**src/rtl/tifr_pkg.sv**
```systemverilog
package tifr_pkg;
  localparam int FLAG_W = 6;
  localparam int REG_W  = 8;
  localparam int MODE_W = 4;
  localparam int N_CMP  = 4;

  // flag bit positions in the register byte
  localparam int B_T1C = 0;
  localparam int B_T3C = 1;
  localparam int B_OVF = 2;
  localparam int B_T3B = 3;
  localparam int B_T3A = 4;
  localparam int B_CAP = 5;

  // compare channel index to flag bit position
  function automatic int cmp_bit(input int idx);
    case (idx)
      0:       return B_T3A;
      1:       return B_T3B;
      2:       return B_T3C;
      default: return B_T1C;
    endcase
  endfunction

  // modes in which the capture register serves as TOP
  function automatic logic cap_is_top(input logic [MODE_W-1:0] m);
    return m[MODE_W-1] & ~m[0];
  endfunction
endpackage

```
**src/rtl/tifr_cmp_stage.sv**
```systemverilog
module tifr_cmp_stage (
  input  logic clk,
  input  logic rst_n,
  input  logic tick_i,
  input  logic match_i,
  input  logic force_i,
  output logic set_o
);
  logic pend_q, pend_d;

  always_comb begin
    pend_d = pend_q;
    if (tick_i) pend_d = match_i & ~force_i;
  end

  always_ff @(posedge clk or negedge rst_n) begin
    if (!rst_n) pend_q <= 1'b0;
    else        pend_q <= pend_d;
  end

  assign set_o = tick_i & pend_q;

  AST_FORCE_BLOCKS: assert property (@(posedge clk) disable iff (!rst_n)
    tick_i && force_i |=> !pend_q);
  AST_MATCH_ARMS: assert property (@(posedge clk) disable iff (!rst_n)
    tick_i && match_i && !force_i |=> pend_q);
  AST_WAIT_TICK: assert property (@(posedge clk) disable iff (!rst_n)
    !tick_i |=> $stable(pend_q));
endmodule

```
**src/rtl/tifr_src_sel.sv**
```systemverilog
module tifr_src_sel
  import tifr_pkg::*;
(
  input  logic              clk,
  input  logic              rst_n,
  input  logic              tick_i,
  input  logic [MODE_W-1:0] mode_i,
  input  logic              cap_pin_i,
  input  logic              at_top_i,
  input  logic              ovf_i,
  output logic              cap_set_o,
  output logic              ovf_set_o
);
  logic top_mode;

  always_comb begin
    top_mode  = cap_is_top(mode_i);
    cap_set_o = top_mode ? (tick_i & at_top_i) : cap_pin_i;
    ovf_set_o = tick_i & ovf_i;
  end

  AST_CAP_TOP_SRC: assert property (@(posedge clk) disable iff (!rst_n)
    (mode_i == 4'd12) && !at_top_i |-> !cap_set_o);
  AST_CAP_PIN_SRC: assert property (@(posedge clk) disable iff (!rst_n)
    (mode_i == 4'd0) && cap_pin_i |-> cap_set_o);
  AST_OVF_NEEDS_TICK: assert property (@(posedge clk) disable iff (!rst_n)
    !tick_i |-> !ovf_set_o);
endmodule

```
**src/rtl/tifr_flag_bit.sv**
```systemverilog
module tifr_flag_bit (
  input  logic clk,
  input  logic rst_n,
  input  logic set_i,
  input  logic clr_i,
  output logic q_o
);
  logic q_d;

  always_comb begin
    q_d = q_o;
    if (clr_i) q_d = 1'b0;
    if (set_i) q_d = 1'b1;
  end

  always_ff @(posedge clk or negedge rst_n) begin
    if (!rst_n) q_o <= 1'b0;
    else        q_o <= q_d;
  end

  AST_SET_WINS: assert property (@(posedge clk) disable iff (!rst_n)
    set_i |=> q_o);
  AST_CLEAR_TAKES: assert property (@(posedge clk) disable iff (!rst_n)
    clr_i && !set_i |=> !q_o);
  AST_HOLD_IDLE: assert property (@(posedge clk) disable iff (!rst_n)
    !set_i && !clr_i |=> $stable(q_o));
endmodule

```
**src/rtl/tifr_top.sv**
```systemverilog
module tifr_top
  import tifr_pkg::*;
(
  input  logic              clk,
  input  logic              rst_n,
  input  logic              tick,
  input  logic [2:0]        t3_match,
  input  logic              t1_match_c,
  input  logic [2:0]        t3_force,
  input  logic              t1_force_c,
  input  logic              t3_ovf,
  input  logic              t3_cap_pin,
  input  logic              t3_at_top,
  input  logic [MODE_W-1:0] wave_mode,
  input  logic [FLAG_W-1:0] ack,
  input  logic [FLAG_W-1:0] irq_en,
  input  logic              wr_en,
  input  logic [REG_W-1:0]  wr_data,
  output logic [REG_W-1:0]  rd_data,
  output logic [FLAG_W-1:0] flags,
  output logic [FLAG_W-1:0] irq
);
  localparam int RSV_W = REG_W - FLAG_W;

  logic [N_CMP-1:0]  cmp_match, cmp_force, cmp_set;
  logic [FLAG_W-1:0] set_vec, clr_vec;
  logic              cap_set, ovf_set;

  assign cmp_match = {t1_match_c, t3_match};
  assign cmp_force = {t1_force_c, t3_force};

  for (genvar c = 0; c < N_CMP; c++) begin : g_cmp
    tifr_cmp_stage u_cmp (
      .clk     (clk),
      .rst_n   (rst_n),
      .tick_i  (tick),
      .match_i (cmp_match[c]),
      .force_i (cmp_force[c]),
      .set_o   (cmp_set[c])
    );
  end

  tifr_src_sel u_src (
    .clk       (clk),
    .rst_n     (rst_n),
    .tick_i    (tick),
    .mode_i    (wave_mode),
    .cap_pin_i (t3_cap_pin),
    .at_top_i  (t3_at_top),
    .ovf_i     (t3_ovf),
    .cap_set_o (cap_set),
    .ovf_set_o (ovf_set)
  );

  always_comb begin
    set_vec        = '0;
    set_vec[B_CAP] = cap_set;
    set_vec[B_OVF] = ovf_set;
    for (int c = 0; c < N_CMP; c++) set_vec[cmp_bit(c)] = cmp_set[c];
    clr_vec = ack | ({FLAG_W{wr_en}} & wr_data[FLAG_W-1:0]);
  end

  for (genvar f = 0; f < FLAG_W; f++) begin : g_flag
    tifr_flag_bit u_bit (
      .clk   (clk),
      .rst_n (rst_n),
      .set_i (set_vec[f]),
      .clr_i (clr_vec[f]),
      .q_o   (flags[f])
    );
  end

  assign irq     = flags & irq_en;
  assign rd_data = {{RSV_W{1'b0}}, flags};

  AST_RSV_IGNORED: assert property (@(posedge clk) disable iff (!rst_n)
    wr_en && (|wr_data[REG_W-1:FLAG_W]) && !(|wr_data[FLAG_W-1:0]) && !(|ack) && !(|set_vec)
    |=> $stable(flags));
  AST_IRQ_GATED: assert property (@(posedge clk) disable iff (!rst_n)
    !(|flags) |-> !(|irq));
endmodule

```
**config.mk**
```make
export PLATFORM = sky130hd
export DESIGN_NAME = tifr_top
export DESIGN_NICKNAME = d
export VERILOG_FILES = /design/src/rtl/tifr_pkg.sv /design/src/rtl/tifr_cmp_stage.sv /design/src/rtl/tifr_src_sel.sv /design/src/rtl/tifr_flag_bit.sv /design/src/rtl/tifr_top.sv
export SDC_FILE = /design/constraint.sdc
export NUM_CORES = 1
export LEC_CHECK = 0
export BUFFER_PORTS_ARGS = -buffer_cell sky130_fd_sc_hd__buf_2
export CAP_MARGIN = 10
export CORE_MARGIN = 1
export CORE_UTILIZATION = 39
export CTS_BUF_LIST = sky130_fd_sc_hd__clkbuf_8
export DETAILED_ROUTE_END_ITERATION = 12
export PLACE_DENSITY = 0.95
export SKIP_LAST_GASP = 1
export SLEW_MARGIN = 25
export SYNTH_ARGS = -nofsm -noshare
export SYNTH_HDL_FRONTEND = slang
export SYNTH_HIERARCHICAL = 1
export SYNTH_SLANG_ARGS = --single-unit
export TNS_END_PERCENT = 100
```
**constraint.sdc**
```tcl
create_clock -name clk -period 2.3 [get_ports clk]
set_input_delay 0.345 -clock clk [delete_from_list [all_inputs] [get_ports clk]]
set_output_delay 0.345 -clock clk [all_outputs]
set_load 0.05 [all_outputs]
```
## Word-level counts from Yosys, hierarchy flattened

Cells that the tools add are included.

| operators by class | value |
|---|---|
| bitwise gates (word level) | 19 |
| multiplexer cells | 13 |
| reduce and logical (&&, ||, !) cells | 6 |

Operators with widths:

| cell | count |
|---|---|
| $mux W1 | 13 |
| $and A6 B6 Y6 | 2 |
| $reduce_bool A2 Y1 | 6 |
| $and A1 B1 Y1 | 11 |
| $or A6 B6 Y6 | 1 |
| $not A1 Y1 | 5 |

| word-level totals | value |
|---|---|
| output and inout port bits | 20 |
| word-level logic and storage cells | 48 |
| bits of input ports | 39 |
| flip-flop bits (word level) | 10 |

## Longest topological paths before layout

| logic depth | value |
|---|---|
| depth after elaboration | 4 |
| depth in mapped cells | 3 |
| mapped depth without buffers | 3 |

## Modules after synthesis

Netlist, hierarchy kept.

Modules (own cells, without submodules):

| module | times used | cells each | seq. area each (µm²) | area each (µm²) |
|---|---|---|---|---|
| tifr_flag_bit | 6 | 3 | 25.0 | 36.3 |
| tifr_cmp_stage | 4 | 5 | 25.0 | 47.5 |
| tifr_top | 1 | 21 | 0.0 | 146.4 |
| tifr_src_sel | 1 | 5 | 0.0 | 37.5 |

## Worst setup path before layout

No wires, ideal clock.

| timing path | value |
|---|---|
| kind | flip-flop to output port |
| start | register g_flag[0].u_bit.q_o |
| end | output irq[0] |
| path slack | 0.820 ns |
| data required time | 1.955 ns |
| arrival | 1.135 ns |
| cell stages (with the launch flop) | 2 |
| cell sequence | dfrtp_1 -> and2_1 |

| between the ends | value |
|---|---|
| word-level cells in the longest chain between the ends | 1 |

RTL lines:

| what | RTL line | source |
|---|---|---|
| start, declared | tifr_flag_bit.sv:6 | `output logic q_o` |
| start signal, assigned | tifr_flag_bit.sv:18 | `else q_o <= q_d;` |
| $and A6 B6 Y6 | tifr_top.sv:73 | `assign irq = flags & irq_en;` |
| end, declared | tifr_top.sv:21 | `output logic [FLAG_W-1:0] irq` |

No other way between the ends.

## Final worst setup path

Same ends and word-level chain as after synthesis.

==> flow_metrics.py <==
metrics = {
    "place": {
        "hpwl_um": 1100,
        "dp.cells": 124,
        "portBuffers": 52,
        "gp_congestion": 0.595,
    },
    "logic_synthesis": {
        "async_flop_share": 1.00,
        "synth_area_um2": 592,
        "yosysTopAreaCellShare": 0.423,
        "post_synth_num_cell_types": 11,
        "synth_top_area_cell": "dfrtp_1",
        "seq_area_frac_synth": 0.423,
        "ys.flop_type": "dfrtp_1",
        "yosysMostFrequentCell": "a21o_1",
        "ys_top_cells_by_count": "a21o_1 (12), and2_1 (11), inv_1 (11)",
        "ys.warnings.count": 6,
        "synth_cells": 64,
        "syn_area_per_cell_um2": 9.25,
        "synth_edf_count": 0,
        "synth_seq_cells": 10,
        "synth.area.top_cells": "dfrtp_1 (42%), a21o_1 (15%), and2_1 (12%), buf_4 (10%), inv_1 (7.0%)",
    },
    "floorplanning": {
        "floorplan.initialDensity": 0.438,
        "die_w_um": 41.0,
        "ios": 59,
        "die_h_um": 41.0,
        "die_area_um2": 1680,
        "core_um2": 1350,
        "rows": 13,
    },
    "clock_network": {
        "cts_root_buf": "clkbuf_8",
        "cts_resized": 0,
        "h-tree-depth": 1,
        "cts_tree": "built",
        "clock_latency_ns": 0.24,
        "cts.sinks": 10,
        "cts_made_buffers": 3,
        "clockBufferDepth": 2,
        "cts.clk_slew.worst_paths_ns": 0.05,
        "cts_setup_buffers": 0,
        "hold_buffers": 1,
    },
    "worst_setup_path": {
        "r2r_start": "g_cmp[3].u_cmp/pend_q",
        "crit_path_cell_trace": "and2_1 > buf_2",
        "rrSetupSlack_ns": 1.51,
        "critPathMaxFanout": 4,
        "required_ns": 1.96,
        "worstPathArrival_ns": 1.05,
        "path_class": "reg -> out",
        "critPathSlowestCell": "dfrtp_1",
        "startpoint_type": "register",
        "critPathMaxStageDelay_ns": 0.39,
        "cp-startpoint": "g_flag[0].u_bit/q_o",
        "endpoint_kind": "output pin",
    },
    "hold_path": {
        "min_from": "t3_match[0]",
        "hp-class": "in -> reg",
    },
    "grt": {
        "grt_pass1_wl_um": 1670,
        "grt_pass1_vias": 400,
        "grt_max_degree": 15,
        "gr-total-overflow": 0,
        "antenna_found_initial": 0,
        "grt_usage": 0.176,
    },
    "sta": {
        "fin_skew_ns": 0.00285,
        "final-hold-violation-count": 0,
        "min_period_ns": 1.40,
        "fmax_mhz": 716,
        "finalMaxSlewViolations": 0,
        "rsz0062_at_grt": "false",
        "holdWs_ns": 0.354,
        "layout_worst_path_cycle_share": 0.607,
        "finalSetupViolCount": 0,
        "fin_tns_setup_ns": 0,
    },
    "routing": {
        "drc_errors": 0,
        "num_vias": 595,
        "dr.pass1.iters": 2,
        "ant_nets": 0,
        "viasPerCell": 4.61,
        "totalWireLength_um": 1520,
        "wl_per_cell_um": 11.8,
        "drtIter0Drc": 1,
    },
    "pwr": {
        "max-vdd-ir-drop_mv": 0.405,
        "finalPower_mw": 0.620,
        "power_density_nw_per_um2": 705,
        "leakage_nw": 0.591,
    },
    "job": {
        "cap_viol_max_count": 0,
    },
    "cells_and_area": {
        "final_nets": 154,
        "layout.cells.non_filler": 129,
        "n_antenna_cell": 0,
        "fin_util": 0.652,
        "drive_gt1_frac": 0.500,
        "syn2layout_area_growth_pct": 48.6,
    },
    "status": {
        "status": "complete, no violations",
    },
}
==> layout make-up <==
class	instances	area [µm²]
Sequential cell	10	250
Clock buffer	4	55.1
Multi-Input combinational cell	36	244
Fill cell	117	470
Tap cell	15	18.8
Inverter	11	41.3
Timing Repair Buffer	53	270
==> worst max-delay path, delay by kind of cell, from the launching register on <==
kind / cells / cell delay, ns
flops: 1 / 0.39
simple gates: 1 / 0.15
buf+inv: 1 / 0.27
==> kinds of logic after synthesis <==
logic type	share of synthesized area
other	0.00634
flip-flops	0.423
buffers and inverters	0.171
multiplexers	0.0169
AO/OA/AOI/OAI	0.186
AND/OR/NAND/NOR	0.197
==> final timing paths <==
kind                                              end  cells past startpoint
worst min-delay path            g_cmp[0].u_cmp/pend_q                      3
worst max register to register    g_flag[0].u_bit/q_o                      2
worst max-delay path                           irq[0]                      2
worst min register to register    g_flag[2].u_bit/q_o                      1
max in group asynchronous         g_flag[5].u_bit/q_o                      2
min in group asynchronous         g_flag[2].u_bit/q_o                      2
==> sequential cells by signal, summed over array words and instances, names as in the netlist <==
name,flops
g_flag.u_bit/q_o,6
g_cmp.u_cmp/pend_q,4
==> report_power, final <==
| part | switching, mW | leakage [nW] | internal, mW | total (mW) |
|---|---|---|---|---|
| clock | 0.0714 | 0.0288 | 0.151 | 0.222 |
| sequential | 0.0107 | 0.129 | 0.191 | 0.202 |
| combinational | 0.136 | 0.433 | 0.0602 | 0.196 |
| total | 0.218 | 0.591 | 0.402 | 0.620 |
==> placed cells by master, fill, tap and decap left out <==
cell,synthesis,routed
a21o_1,12,12
and2_1,11,11
buf_2,0,52
clkbuf_8,0,4
conb_1,1,2
dfrtp_1,10,10
dlygate4sd3_1,0,1
inv_1,11,11
mux2i_1,1,1
nand2_1,1,1
nand3b_1,4,4
nor2b_4,1,1
o21ai_1,4,4
==> layer usage <==
| layer | global-route usage | vias to the layer above | part of all wire |
|---|---|---|---|
| met4 | 0.175 | 0 | 0.032 |
| met3 | 0.0543 | 5 | 0.11 |
| li1 | - | 292 | - |
| met1 | 0.159 | 262 | 0.31 |
| met2 | 0.301 | 36 | 0.55 |
| met5 | 0 | - | 0 |
==> per-stage QoR <==
| step | setup slack (ns) | instance area, µm² |
|---|---|---|
| finish | 0.903 | 880 |
| global route | 0.862 | 880 |
| CTS | 0.880 | 880 |
| detailed placement | 1.18 | 815 |
| global placement | 1.19 | 815 |
| floorplan | 0.820 | 596 |
Note: power is estimated with default switching activity, not from simulation.
